===== src/rtl/psd_pkg.sv =====
package psd_pkg;

  // Main cycles actually run for a programmed B (zero behaves as one).
  function automatic logic [31:0] eff_main(input logic [31:0] b);
    return (b == 32'd0) ? 32'd1 : b;
  endfunction

  // Number of long (P+1) prescaler cycles in one period.
  function automatic logic [31:0] long_cycles(input logic [31:0] a, input logic [31:0] b);
    logic [31:0] m;
    m = eff_main(b);
    return (a < m) ? a : m;
  endfunction

  // Pair is illegal when fewer main cycles than swallow cycles.
  function automatic logic cfg_bad(input logic [31:0] a, input logic [31:0] b);
    return b < a;
  endfunction

  // Total divide ratio in prescaler input cycles.
  function automatic logic [31:0] ratio(input logic [31:0] a, input logic [31:0] b,
                                        input logic [31:0] p);
    return eff_main(b) * p + long_cycles(a, b);
  endfunction

endpackage


===== src/rtl/psd_swallow_cnt.sv =====
// Swallow counter: counts long prescaler cycles down to zero and holds there.
module psd_swallow_cnt #(
  parameter int A_W = 6
) (
  input  logic           clk,
  input  logic           load,
  input  logic [A_W-1:0] a_init,
  output logic           long_sel
);
  logic [A_W-1:0] a_rem;

  always_ff @(posedge clk) begin
    if (load)
      a_rem <= a_init;
    else if (a_rem != '0)
      a_rem <= a_rem - A_W'(1);
  end

  assign long_sel = (a_rem != '0);
endmodule


===== src/rtl/psd_main_cnt.sv =====
// Main counter: counts prescaler cycles of the current period.
module psd_main_cnt #(
  parameter int B_W = 13
) (
  input  logic           clk,
  input  logic           load,
  input  logic [B_W-1:0] b_init,
  output logic           last
);
  logic [B_W-1:0] b_rem;

  always_ff @(posedge clk) begin
    if (load)
      b_rem <= b_init;
    else
      b_rem <= b_rem - B_W'(1);
  end

  // Zero is treated like one so a bad setting cannot stall the divider.
  assign last = (b_rem <= B_W'(1));
endmodule


===== src/rtl/psd_reload_ctrl.sv =====
// Reload sequencing, feedback pulse and configuration check.
module psd_reload_ctrl #(
  parameter int A_W = 6,
  parameter int B_W = 13
) (
  input  logic           clk,
  input  logic           rst,
  input  logic           cyc_last,
  input  logic [A_W-1:0] a_set,
  input  logic [B_W-1:0] b_set,
  output logic           load,
  output logic           fb_pulse,
  output logic           cfg_err
);
  assign load = rst | cyc_last;

  always_ff @(posedge clk) begin
    if (load)
      cfg_err <= psd_pkg::cfg_bad(32'(a_set), 32'(b_set));
    if (rst)
      fb_pulse <= 1'b0;
    else
      fb_pulse <= cyc_last;
  end
endmodule


===== src/rtl/pulse_swallow_div.sv =====
// Dual-modulus pulse-swallow feedback divider, top level.
module pulse_swallow_div #(
  parameter int A_W = 6,
  parameter int B_W = 13
) (
  input  logic           pre_clk,
  input  logic           rst,
  input  logic [A_W-1:0] a_set,
  input  logic [B_W-1:0] b_set,
  output logic           mod_sel,
  output logic           fb_pulse,
  output logic           cfg_err
);
  // Named internal events, observed by the bound checker.
  logic cyc_last;
  logic load;

  psd_reload_ctrl #(.A_W(A_W), .B_W(B_W)) u_ctrl (
    .clk      (pre_clk),
    .rst      (rst),
    .cyc_last (cyc_last),
    .a_set    (a_set),
    .b_set    (b_set),
    .load     (load),
    .fb_pulse (fb_pulse),
    .cfg_err  (cfg_err)
  );

  psd_swallow_cnt #(.A_W(A_W)) u_swallow (
    .clk      (pre_clk),
    .load     (load),
    .a_init   (a_set),
    .long_sel (mod_sel)
  );

  psd_main_cnt #(.B_W(B_W)) u_main (
    .clk    (pre_clk),
    .load   (load),
    .b_init (b_set),
    .last   (cyc_last)
  );
endmodule


===== config.mk =====
export PLATFORM = sky130hd
export DESIGN_NAME = pulse_swallow_div
export DESIGN_NICKNAME = d
export VERILOG_FILES = /design/src/rtl/psd_pkg.sv /design/src/rtl/psd_swallow_cnt.sv /design/src/rtl/psd_main_cnt.sv /design/src/rtl/psd_reload_ctrl.sv /design/src/rtl/pulse_swallow_div.sv
export SDC_FILE = /design/constraint.sdc
export NUM_CORES = 1
export LEC_CHECK = 0
export ABC_CLOCK_PERIOD_IN_PS = 3450
export BUFFER_PORTS_ARGS = -buffer_cell sky130_fd_sc_hd__buf_2
export CORE_ASPECT_RATIO = 0.6
export CORE_UTILIZATION = 40
export DETAILED_ROUTE_END_ITERATION = 16
export MAX_ROUTING_LAYER = met4
export PLACE_DENSITY = 0.66
export RECOVER_POWER = 25
export SYNTH_ARGS = -nofsm -noshare
export SYNTH_HDL_FRONTEND = slang
export SYNTH_SLANG_ARGS = --single-unit
export TNS_END_PERCENT = 50

===== constraint.sdc =====
create_clock -name pre_clk -period 3.45 [get_ports pre_clk]
set_input_delay 0.1725 -clock pre_clk [delete_from_list [all_inputs] [get_ports pre_clk]]
set_output_delay 0.1725 -clock pre_clk [all_outputs]
set_load 0.1 [all_outputs]

==> summary.md <==
| Metric | Value |
|---|---|
| Setup tns final | 0 ps |
| Top-level I/O count | 24 |
| Share of post-route cells with drive strength above 1 | 28.7% |
| Maximum number of pins on one net before global-route repair | 18 |
| Outcome | complete, no violations |
| DRT antenna net count | 0 |
| Die area | 3500 um2 |
| Path type of the worst min-delay path | in2reg |
| Final critical delay including setup and external delays | 2300 ps |
| Unrepaired setup endpoints after global routing | false |
| CTS tree | yes |
| Number of antenna diodes | 0 |
| Worst Hold Launch | b_set[11] |
| Initial antenna violation count | 0 |
| Post-cts resize count | 0 |
| Post-Syn Area per Cell | 11.1 um2 |
| Area inside the core boundary | 2980 um2 |
| CP cell instances | inv_1 > ha_1 > o21a_4 > a31oi_4 > nand3_1 |
| Worst reg-to-reg path cell count | 5 |
| Critical Path AT | 2190 ps |
| HPWL reported at the end of detailed placement | 2.11 mm |
| Class of the most critical setup path | reg2reg |
| Via/cell ratio | 4.83 |
| Global-route wire length before repair | 4.20 mm |
| Final period util | 66.6% |
| Sequential area share after synthesis | 37.6% |
| Max-cap viol count | 0 |
| Cell area power density | 461 nW/um2 |
| Wire length per cell | 14.0 um |
| Req. time, crit path | 3340 ps |
| Pre-Repair DR Iteration Count | 4 |
| Number of remaining DRC errors | 0 |
| Slack of the worst reg-to-reg path | 1150 ps |
| Clock Pin Slew Worst Setup and Hold Paths | 70 ps |
| Total chip power | 688 uW |
| Final count of negative-setup-slack endpoints | 0 |
| Relative contribution of combinational cells to total power | 27.2% |
| Measured slew at the worst slew-check pin | 1190 ps |
| Remaining global-route overflow | 0 |
| Largest stage delay, worst path | 630 ps |
| Worst-path maximum fanout | 17 |
| Slowest-stage cell, CP | sky130_fd_sc_hd__a31oi_4 |
| Flop and latch count out of synthesis | 21 |
| Core Rows | 15 |
| Clock buffers created by TritonCTS | 3 |
| Startpoint type of the worst setup path | flop |
| Mapped Cells | 117 |
| Endpoint kind of the worst setup timing path | flop |
| Fraction of power spent switching nets | 30.0% |
| Highest ir drop seen on vdd | 0.144 mV |
| Post-CTS Hold Buffers | 0 |
| Total of warnings raised by yosys | 0 |
| Drt total wl | 2.60 mm |
| Die Height | 46.2 um |
| Violation count after the first detailed-route iteration | 21 |
| Number of nets in the final layout | 173 |
| Count of H-tree levels built during CTS | 1 |
| Number of max-slew violations in the final report | 0 |
| Number of nets in the synthesized netlist | 146 |
| Fmax | 435 MHz |
| Sw power | 206 uW |
| Clock Path Buffers | 2 |
| Area growth syn-to-layout | 14.5% |
| Clock power frac | 22.8% |
| Worst reg2reg path startpoint | u_main.b_rem[1] |
| Vias post-DR | 893 |
| GP Congestion | 0.778 |
| Setup clock skew after layout | 4.62 ps |
| Die X | 75.7 um |
| Reg-to-reg endpoint | u_swallow.a_rem[3] |
| Buffers inserted by post-CTS timing repair | 0 |
| Unique masters post-synth | 29 |
| Number of clock sinks | 21 |
| Clock root buffer master | sky130_fd_sc_hd__clkbuf_8 |
| Worst Hold Margin | 153 ps |
| Internal | 482 uW |
| Quantity of I/O buffers inserted on ports | 23 |
| Vias in the first global route | 868 |
| Share of power burned in registers | 49.9% |
| Global routing usage summed across all routing layers | 18.0% |
| Worst Hold Depth | 2 |
| Final hold vios | 0 |
| Clock insertion delay at the later pin of the skew report | 260 ps |
| Starting utilization of the core area | 43.7% |
| Post-Synthesis Cell Area | 1300 um2 |
| Leak Pwr | 0.675 nW |
| Remaining max-slew budget at the tightest pin | 21.2% |
| End of the worst hold path | u_main.b_rem[11] |
[cell type report]
cell class,instances,area (um2)
fill,280,1490
multi-input combinational,83,744
sequential,21,490
timing repair buffer,24,119
tap,42,52.6
clock buffer,4,45.0
inverter,11,41.3
[Yosys cell counts (all sizes together)]
cell | instances | area [um2]
nand2 | 6 | 22.5
a21o | 1 | 7.51
nand3b | 1 | 7.51
and4b | 1 | 10.0
edfxtp | 7 | 210
nor2 | 8 | 30.0
mux2i | 6 | 60.1
nand2b | 2 | 12.5
dfxtp | 14 | 280
a21oi | 1 | 5.00
inv | 11 | 41.3
xnor2 | 12 | 105
buf | 2 | 22.5
nand4b | 1 | 8.76
nor3 | 6 | 46.3
and2b | 1 | 7.51
ha | 8 | 100
nand4 | 3 | 18.8
xor2 | 3 | 26.3
mux2 | 13 | 191
o21a | 1 | 15.0
nor4 | 3 | 25.0
a31oi | 1 | 21.3
nand3 | 4 | 20.0
a211o | 1 | 8.76
[power groups by stage]
| stage | clock network (mW) | registers, mW | logic [mW] |
|---|---|---|---|
| after global routing | 0.178 | 0.348 | 0.206 |
| after detailed placement | 0 | 0.350 | 0.186 |
| after floorplan | 0 | 0.342 | 0.143 |
| after global placement | 0 | 0.345 | 0.181 |
| after CTS | 0.163 | 0.344 | 0.189 |
| final | 0.157 | 0.344 | 0.187 |
[metrics by stage]
step                      instance area, um2  utilization [%]  instances  setup WS (ps)
after detailed placement                1460             48.8        181           1150
after floorplan                         1300                -        117           1720
after CTS                               1500             50.3        185           1140
after global routing                    1490             50.0        185           1010
after global placement                  1460             48.8        181           1260
final                                   1490             50.0        185           1150
[worst max-delay path, delay by kind of cell (launching register included)]
family          cells  cell delay, ps
flops               1             360
fa+ha+maj           1             190
buf+inv             1              70
compound gates      2             860
simple gates        1             450
[sequential cells by signal (all words and copies together), names as in the netlist]
register         flops
u_main.b_rem        13
u_swallow.a_rem      6
u_ctrl.cfg_err       1
u_ctrl.fb_pulse      1
[cells in the final DEF, fill, tap and decap left out]
master	count
sky130_fd_sc_hd__a31oi_4	1
sky130_fd_sc_hd__xor2_1	3
sky130_fd_sc_hd__a21oi_1	1
sky130_fd_sc_hd__mux2_4	12
sky130_fd_sc_hd__nand3b_1	1
sky130_fd_sc_hd__a21o_1	1
sky130_fd_sc_hd__edfxtp_1	7
sky130_fd_sc_hd__clkbuf_8	3
sky130_fd_sc_hd__nor3_4	1
sky130_fd_sc_hd__nand4b_1	1
sky130_fd_sc_hd__nand4_1	3
sky130_fd_sc_hd__nor3_1	5
sky130_fd_sc_hd__buf_2	20
sky130_fd_sc_hd__nor2_1	8
sky130_fd_sc_hd__mux2i_1	6
sky130_fd_sc_hd__nand2_1	6
sky130_fd_sc_hd__dfxtp_1	14
sky130_fd_sc_hd__nor4_2	1
sky130_fd_sc_hd__inv_1	11
sky130_fd_sc_hd__nor4_1	2
sky130_fd_sc_hd__nand2b_1	2
sky130_fd_sc_hd__and4b_1	1
sky130_fd_sc_hd__nand3_1	4
sky130_fd_sc_hd__xnor2_1	12
sky130_fd_sc_hd__o21a_4	1
sky130_fd_sc_hd__and2b_1	1
sky130_fd_sc_hd__mux2_2	1
sky130_fd_sc_hd__buf_4	1
sky130_fd_sc_hd__clkbuf_1	4
sky130_fd_sc_hd__a211o_1	1
sky130_fd_sc_hd__ha_1	8
[worst max-delay path by stage]
stage	startpoint	end	slack, ps
3_3_place_gp	u_main.b_rem[1]	u_swallow.a_rem[0]	1260
5_1_grt	u_main.b_rem[1]	u_swallow.a_rem[1]	1010
3_5_place_dp	u_main.b_rem[1]	u_swallow.a_rem[1]	1150
2_1_floorplan	u_main.b_rem[1]	u_swallow.a_rem[0]	1720
4_1_cts	u_main.b_rem[1]	u_swallow.a_rem[1]	1140
6_report	u_main.b_rem[1]	u_swallow.a_rem[3]	1150
[cells by family (layout without fill, tap and decap cells)]
| group | after synthesis | in the layout | synth area share, % |
|---|---|---|---|
| AO/OA/AOI/OAI | 5 | 5 | 4.41 |
| XOR/XNOR | 15 | 15 | 10.1 |
| flip-flops | 21 | 21 | 37.6 |
| buffers and inverters | 13 | 39 | 4.89 |
| AND/OR/NAND/NOR | 36 | 36 | 16.0 |
| adder cells (fa/ha/maj) | 8 | 8 | 7.68 |
| multiplexers | 19 | 19 | 19.3 |
[routing by layer]
metal / global-route usage (%) / vias to the layer above / routed length, um
met5: - / - / 0
li1: - / 462 / -
met2: 24.8 / 24 / 1060
met4: 5.19 / 0 / 42
met1: 24.3 / 401 / 1360
met3: 6.56 / 6 / 129
Power figures use the tool's default switching activity.
